### src/rtl/casc_intc_pkg.sv
package casc_intc_pkg;

  typedef enum logic [2:0] {
    ST_IDLE = 3'd0,
    ST_BASE = 3'd1,
    ST_CASC = 3'd2,
    ST_MODE = 3'd3,
    ST_RUN  = 3'd4
  } setup_st_e;

  localparam logic [1:0] A_CMD  = 2'd0;
  localparam logic [1:0] A_DATA = 2'd1;
  localparam logic [1:0] A_TRIG = 2'd2;

  localparam logic [2:0] EOI_NONSPEC = 3'b001;

endpackage

### src/rtl/casc_intc_req.sv
module casc_intc_req #(
  parameter int NL = 8
) (
  input  logic          clk,
  input  logic          rst_n,
  input  logic [NL-1:0] irq_in,
  input  logic [NL-1:0] lvl_sel,
  input  logic          clr_all,
  input  logic [NL-1:0] ack_clr,
  output logic [NL-1:0] irr
);

  logic [NL-1:0] irq_q;
  logic [NL-1:0] latch_q;
  logic [NL-1:0] latch_d;

  for (genvar i = 0; i < NL; i++) begin : g_line
    logic rise;
    assign rise = irq_in[i] & ~irq_q[i];

    always_comb begin
      if (clr_all || lvl_sel[i]) begin
        latch_d[i] = 1'b0;
      end else begin
        latch_d[i] = (latch_q[i] & ~ack_clr[i]) | rise;
      end
    end

    assign irr[i] = lvl_sel[i] ? irq_q[i] : latch_q[i];
  end

  always_ff @(posedge clk or negedge rst_n) begin
    if (!rst_n) begin
      irq_q   <= '0;
      latch_q <= '0;
    end else begin
      irq_q   <= irq_in;
      latch_q <= latch_d;
    end
  end

endmodule

### src/rtl/casc_intc_prio.sv
module casc_intc_prio #(
  parameter int NL = 8,
  localparam int IW = $clog2(NL)
) (
  input  logic [NL-1:0] irr,
  input  logic [NL-1:0] imr,
  input  logic [NL-1:0] isr,
  output logic [IW-1:0] win_idx,
  output logic          win_vld,
  output logic [IW-1:0] top_idx,
  output logic          top_vld
);

  logic [NL-1:0] pend;
  logic [IW-1:0] p_idx;
  logic          p_any;

  assign pend = irr & ~imr;

  always_comb begin
    p_idx = '0;
    p_any = 1'b0;
    for (int i = NL - 1; i >= 0; i--) begin
      if (pend[i]) begin
        p_idx = IW'(i);
        p_any = 1'b1;
      end
    end
  end

  always_comb begin
    top_idx = '0;
    top_vld = 1'b0;
    for (int i = NL - 1; i >= 0; i--) begin
      if (isr[i]) begin
        top_idx = IW'(i);
        top_vld = 1'b1;
      end
    end
  end

  assign win_idx = p_idx;
  assign win_vld = p_any && (!top_vld || (p_idx < top_idx));

endmodule

### src/rtl/casc_intc_ctrl.sv
module casc_intc_ctrl
  import casc_intc_pkg::*;
#(
  parameter int NL = 8,
  localparam int IW = $clog2(NL),
  localparam int BW = NL - IW
) (
  input  logic          clk,
  input  logic          rst_n,
  input  logic          slave_mode,
  input  logic          bus_wr,
  input  logic [1:0]    bus_addr,
  input  logic [NL-1:0] bus_wdata,
  input  logic          ack,
  input  logic [IW-1:0] cas_in,
  input  logic          cas_sel_in,
  input  logic [IW-1:0] win_idx,
  input  logic          win_vld,
  input  logic [IW-1:0] top_idx,
  input  logic          top_vld,
  output logic [NL-1:0] imr,
  output logic [NL-1:0] isr,
  output logic [NL-1:0] lvl,
  output logic          rd_isr,
  output logic          run,
  output logic          clr_all,
  output logic [NL-1:0] ack_clr,
  output logic          cas_sel_out,
  output logic [NL-1:0] vec_out,
  output logic          vec_vld
);

  setup_st_e     st_q, st_d;
  logic [NL-1:0] imr_q, imr_d;
  logic [NL-1:0] isr_q, isr_d;
  logic [NL-1:0] lvl_q, lvl_d;
  logic [BW-1:0] base_q, base_d;
  logic [NL-1:0] map_q, map_d;
  logic          need4_q, need4_d;
  logic          rdisr_q, rdisr_d;
  logic [NL-1:0] vec_q, vec_d;
  logic          vld_q, vld_d;

  logic cmd_wr, data_wr, trig_wr, start_wr;
  logic ack_take, casc_hit;
  logic [IW-1:0] my_id;

  assign cmd_wr   = bus_wr && (bus_addr == A_CMD);
  assign data_wr  = bus_wr && (bus_addr == A_DATA);
  assign trig_wr  = bus_wr && (bus_addr == A_TRIG);
  assign start_wr = cmd_wr && bus_wdata[4];
  assign run      = (st_q == ST_RUN);
  assign my_id    = map_q[IW-1:0];

  assign ack_take = ack && run &&
                    (!slave_mode || (cas_sel_in && (cas_in == my_id)));
  assign casc_hit = !slave_mode && win_vld && map_q[win_idx];
  assign cas_sel_out = ack && run && casc_hit;

  always_comb begin
    st_d    = st_q;
    imr_d   = imr_q;
    isr_d   = isr_q;
    lvl_d   = lvl_q;
    base_d  = base_q;
    map_d   = map_q;
    need4_d = need4_q;
    rdisr_d = rdisr_q;
    vec_d   = vec_q;
    vld_d   = 1'b0;
    clr_all = 1'b0;
    ack_clr = '0;

    if (trig_wr) begin
      lvl_d = bus_wdata;
    end

    if (start_wr) begin
      st_d    = ST_BASE;
      need4_d = bus_wdata[0];
      imr_d   = '0;
      isr_d   = '0;
      rdisr_d = 1'b0;
      clr_all = 1'b1;
    end else begin
      if (cmd_wr && run) begin
        if (bus_wdata[3]) begin
          if (bus_wdata[1]) begin
            rdisr_d = bus_wdata[0];
          end
        end else if ((bus_wdata[7:5] == EOI_NONSPEC) && top_vld) begin
          isr_d[top_idx] = 1'b0;
        end
      end

      if (data_wr) begin
        unique case (st_q)
          ST_BASE: begin
            base_d = bus_wdata[NL-1:IW];
            st_d   = ST_CASC;
          end
          ST_CASC: begin
            map_d = bus_wdata;
            st_d  = need4_q ? ST_MODE : ST_RUN;
          end
          ST_MODE: st_d  = ST_RUN;
          ST_RUN:  imr_d = bus_wdata;
          default: st_d  = st_q;
        endcase
      end

      if (ack_take) begin
        if (win_vld) begin
          isr_d[win_idx]   = 1'b1;
          ack_clr[win_idx] = 1'b1;
          if (!casc_hit) begin
            vec_d = {base_q, win_idx};
            vld_d = 1'b1;
          end
        end else begin
          vec_d = {base_q, IW'(NL - 1)};
          vld_d = 1'b1;
        end
      end
    end
  end

  always_ff @(posedge clk or negedge rst_n) begin
    if (!rst_n) begin
      st_q    <= ST_IDLE;
      imr_q   <= '0;
      isr_q   <= '0;
      lvl_q   <= '0;
      base_q  <= '0;
      map_q   <= '0;
      need4_q <= 1'b0;
      rdisr_q <= 1'b0;
      vec_q   <= '0;
      vld_q   <= 1'b0;
    end else begin
      st_q    <= st_d;
      imr_q   <= imr_d;
      isr_q   <= isr_d;
      lvl_q   <= lvl_d;
      base_q  <= base_d;
      map_q   <= map_d;
      need4_q <= need4_d;
      rdisr_q <= rdisr_d;
      vld_q   <= vld_d;
      if (vld_d) begin
        vec_q <= vec_d;
      end
    end
  end

  assign imr     = imr_q;
  assign isr     = isr_q;
  assign lvl     = lvl_q;
  assign rd_isr  = rdisr_q;
  assign vec_out = vec_q;
  assign vec_vld = vld_q;

endmodule

### src/rtl/casc_intc.sv
module casc_intc #(
  parameter int NL = 8,
  localparam int IW = $clog2(NL)
) (
  input  logic          clk,
  input  logic          rst_n,
  input  logic          slave_mode,
  input  logic          bus_wr,
  input  logic [1:0]    bus_addr,
  input  logic [NL-1:0] bus_wdata,
  output logic [NL-1:0] bus_rdata,
  input  logic [NL-1:0] irq_in,
  output logic          int_req,
  input  logic          ack,
  input  logic [IW-1:0] cas_in,
  input  logic          cas_sel_in,
  output logic [IW-1:0] cas_out,
  output logic          cas_sel_out,
  output logic [NL-1:0] vec_out,
  output logic          vec_vld
);

  logic [NL-1:0] irr_w, imr_w, isr_w, lvl_w, ack_clr_w;
  logic [IW-1:0] win_idx_w, top_idx_w;
  logic          win_vld_w, top_vld_w, rd_isr_w, run_w, clr_all_w;

  casc_intc_req #(.NL(NL)) u_req (
    .clk     (clk),
    .rst_n   (rst_n),
    .irq_in  (irq_in),
    .lvl_sel (lvl_w),
    .clr_all (clr_all_w),
    .ack_clr (ack_clr_w),
    .irr     (irr_w)
  );

  casc_intc_prio #(.NL(NL)) u_prio (
    .irr     (irr_w),
    .imr     (imr_w),
    .isr     (isr_w),
    .win_idx (win_idx_w),
    .win_vld (win_vld_w),
    .top_idx (top_idx_w),
    .top_vld (top_vld_w)
  );

  casc_intc_ctrl #(.NL(NL)) u_ctrl (
    .clk         (clk),
    .rst_n       (rst_n),
    .slave_mode  (slave_mode),
    .bus_wr      (bus_wr),
    .bus_addr    (bus_addr),
    .bus_wdata   (bus_wdata),
    .ack         (ack),
    .cas_in      (cas_in),
    .cas_sel_in  (cas_sel_in),
    .win_idx     (win_idx_w),
    .win_vld     (win_vld_w),
    .top_idx     (top_idx_w),
    .top_vld     (top_vld_w),
    .imr         (imr_w),
    .isr         (isr_w),
    .lvl         (lvl_w),
    .rd_isr      (rd_isr_w),
    .run         (run_w),
    .clr_all     (clr_all_w),
    .ack_clr     (ack_clr_w),
    .cas_sel_out (cas_sel_out),
    .vec_out     (vec_out),
    .vec_vld     (vec_vld)
  );

  assign int_req = run_w && win_vld_w;
  assign cas_out = cas_sel_out ? win_idx_w : '0;

  always_comb begin
    unique case (bus_addr)
      2'd0:    bus_rdata = rd_isr_w ? isr_w : irr_w;
      2'd1:    bus_rdata = imr_w;
      2'd2:    bus_rdata = lvl_w;
      default: bus_rdata = '0;
    endcase
  end

endmodule

### config.mk
export PLATFORM = sky130hd
export DESIGN_NAME = casc_intc
export DESIGN_NICKNAME = d
export VERILOG_FILES = /design/src/rtl/casc_intc_pkg.sv /design/src/rtl/casc_intc_req.sv /design/src/rtl/casc_intc_prio.sv /design/src/rtl/casc_intc_ctrl.sv /design/src/rtl/casc_intc.sv
export SDC_FILE = /design/constraint.sdc
export NUM_CORES = 1
export LEC_CHECK = 0
export CAP_MARGIN = 25
export CORE_AREA = 5 5 79 81
export DETAILED_ROUTE_END_ITERATION = 10
export DIE_AREA = 0 0 84 86
export DONT_BUFFER_PORTS = 1
export MAX_ROUTING_LAYER = met4
export PLACE_DENSITY = 0.9
export REMOVE_ABC_BUFFERS = 1
export SETUP_SLACK_MARGIN = 0.5
export SLEW_MARGIN = 20
export SYNTH_ARGS = -nofsm -noshare
export SYNTH_HDL_FRONTEND = slang
export SYNTH_SLANG_ARGS = --single-unit
### constraint.sdc
create_clock -name clk -period 5.6 [get_ports clk]
set_input_delay 1.68 -clock clk [delete_from_list [all_inputs] [get_ports clk]]
set_output_delay 1.68 -clock clk [all_outputs]
set_load 0.01 [all_outputs]
==> metrics.cfg <==
[setup_path]
worst_setup_path_start_kind=flop
worstSetupPathType=flop to output pin
worst-r2r-cell-count=10
required_ns=3.92
arrival_ns=3.19
worstSetupEndpointType=output pin
cp_max_fo=7
rrSetupSlack_ns=2.43

[route]
wl_per_cell_um=21.5
via_per_inst=6.91
vias=2958
drt-initial-drc-count=331
wl_um=9220
drc=0
drtPass1Iterations=6
ant_nets=0

[power_and_ir_drop]
peakVddDrop_mv=0.387
cellPowerDensity_nw_per_um2=451
p_leak_nw=1.60

[floorplanning]
die-width_um=84
core_um2=5410
die_y_um=86
initial_core_util_pct=65.4
row_count=27
die-area_um2=7220
num_io_pins=49

[synth]
synthFlopType=dfrtp_1
ys_top_cells_by_area=dfrtp_1 47%, mux2_2 8.6%, o21ai_0 4.7%
synth_cells=351
synthArstFlopShare_pct=100
yosysSeqAreaShare_pct=47.4
ys_ff_latch=67
synth_edf_count=0
synth_cell_types=52
synth.top_cell.area_share_pct=47.4
ys_warn_count=0
syn_area_um2=3530
syn_area_per_cell_um2=10.1
yosysTopAreaCell=dfrtp_1

[clocking]
cts_buffers=9
path_clk_slew_ns=0.07
cts_setup_buffers=0
cts_sinks=67
ctsHoldBuffers=0
cts_tree=yes
clk_path_buf_depth=2
h-tree-depth=3
root_buffer=clkbuf_8
clk_latency_ns=0.36

[sta]
fmax_mhz=205
finalSetupViolCount=0
rsz0062_at_grt=false
finalHoldViolations=0
worst_slew_pin_slew_ns=0.865
fin_tns_setup_ns=0
drv_slew=0
worst_hold_slack_ns=0.507
period_needed_ns=4.87
maxSlewHeadroom_pct=42.3
final.period_utilization_pct=86.9
final.setup_skew_ns=0.00969

[grt]
antenna_found_initial=0
grt_max_degree=68
grt_use_total_pct=27.3
grt_pass1_vias=2926
grt_pass1_wl_um=14800
grt_overflow=0

[place]
dp_hpwl_um=6370
port_buffers=0
placement.cell_area_um2=3570
place.gp.congestion=0.943

[layout]
layout-drive-gt1-share_pct=17.1
area_delta_synth_final_pct=7.40
num_antenna_cells=0
final_cell_mix=67 x dfrtp_1, 34 x nor2_1, 33 x o21ai_0
final_common_cell=dfrtp_1
fin_nets=379
fin_area_um2=3800

[min_path]
hold_class=flop to flop
holdPathStages=1

[run]
maxCapViolations=0

[status]
outcome=complete, no violations

-- synth_stat cells (all sizes together), types with 4 or more instances --
| library cell | n |
|---|---|
| nand2b | 6 |
| a22o | 8 |
| a21oi | 25 |
| o21ai | 38 |
| o22ai | 5 |
| a211oi | 4 |
| mux2i | 10 |
| nand3b | 6 |
| mux2 | 27 |
| nand3 | 8 |
| nor2b | 12 |
| o22a | 4 |
| nand2 | 18 |
| nor3b | 8 |
| a31o | 4 |
| nor2 | 34 |
| dfrtp | 67 |
| clkbuf | 8 |
| or2 | 4 |
| inv | 13 |
-- kinds of logic (layout without fill, tap and decap cells) --
group / count (synthesis) / count (layout) / share of synthesized area [%]
DFF: 67 / 67 / 47.4
and+or+nand+nor: 112 / 112 / 16.7
buffers and inverters: 24 / 29 / 2.80
adders and majority gates: 1 / 1 / 0.354
muxes: 37 / 37 / 11.4
AOI/OAI and AO/OA: 107 / 107 / 20.6
xor gates and xnor gates: 3 / 3 / 0.743
-- per-layer routing --
layer | global-route usage, % | up-vias | wire (um)
li1 | - | 1282 | -
met1 | 32.3 | 1446 | 3530
met2 | 43.3 | 188 | 4460
met3 | 7.30 | 42 | 885
met4 | 13.7 | 0 | 343
met5 | - | - | 0
-- state kept, by name, summed over array words and instances (netlist names), 5 cells and up --
signal,flops
u_ctrl.map_q,8
u_ctrl.vec_out,8
u_ctrl.imr,8
u_req.irq_q,8
u_ctrl.base_q,5
u_req.latch_q,8
u_ctrl.isr,8
u_ctrl.lvl,8
-- repair_timing --
item,in CTS,in global routing
gates resized for setup,0,1
setup endpoints to repair,0,1
endpoints found under the hold margin,0,0
-- layout make-up --
type | count | area [um2]
tap | 72 | 90.1
multi-input combinational | 260 | 1760
clock buffer | 9 | 124
inverter | 13 | 48.8
fill | 392 | 1610
clock inverter | 7 | 92.6
sequential | 67 | 1680
-- critical path: stages, from the launching register on --
cell and delay, ns:
dfrtp_1 0.40, mux2i_1 0.39, o22ai_2 0.18, or2_2 0.40
nor2_1 0.13, ha_1 0.24, o311a_1 0.12, o22a_2 0.25
a21oi_1 0.22, nand4_1 0.21, nor2_1 0.29
-- report_power, final --
| part | switching [mW] | internal (mW) |
|---|---|---|
| logic | 0.291 | 0.234 |
| clock network | 0.192 | 0.249 |
| registers | 0.136 | 0.609 |
-- worst paths after layout --
kind                                  from               end
min in group asynchronous            rst_n    u_req.irq_q[1]
setup / recovery             u_ctrl.lvl[0]        cas_out[0]
max in group asynchronous            rst_n     u_ctrl.lvl[0]
hold reg to reg            u_ctrl.map_q[3]   u_ctrl.map_q[3]
hold / removal             u_ctrl.map_q[3]   u_ctrl.map_q[3]
setup reg to reg             u_ctrl.lvl[0]  u_req.latch_q[5]
-- metrics by stage --
step | util [%] | instances | worst slack [ns] | power [mW]
finish | 70.2 | 428 | 0.733 | 1.71
global route | 70.2 | 428 | 0.570 | 1.80
CTS | 70.1 | 428 | 0.665 | 1.70
detailed placement | 66.1 | 412 | 1.04 | 1.26
global placement | 66.1 | 412 | 1.14 | 1.22
floorplan | - | 340 | 1.34 | 1.12
Note: power is estimated with default switching activity, not from simulation.
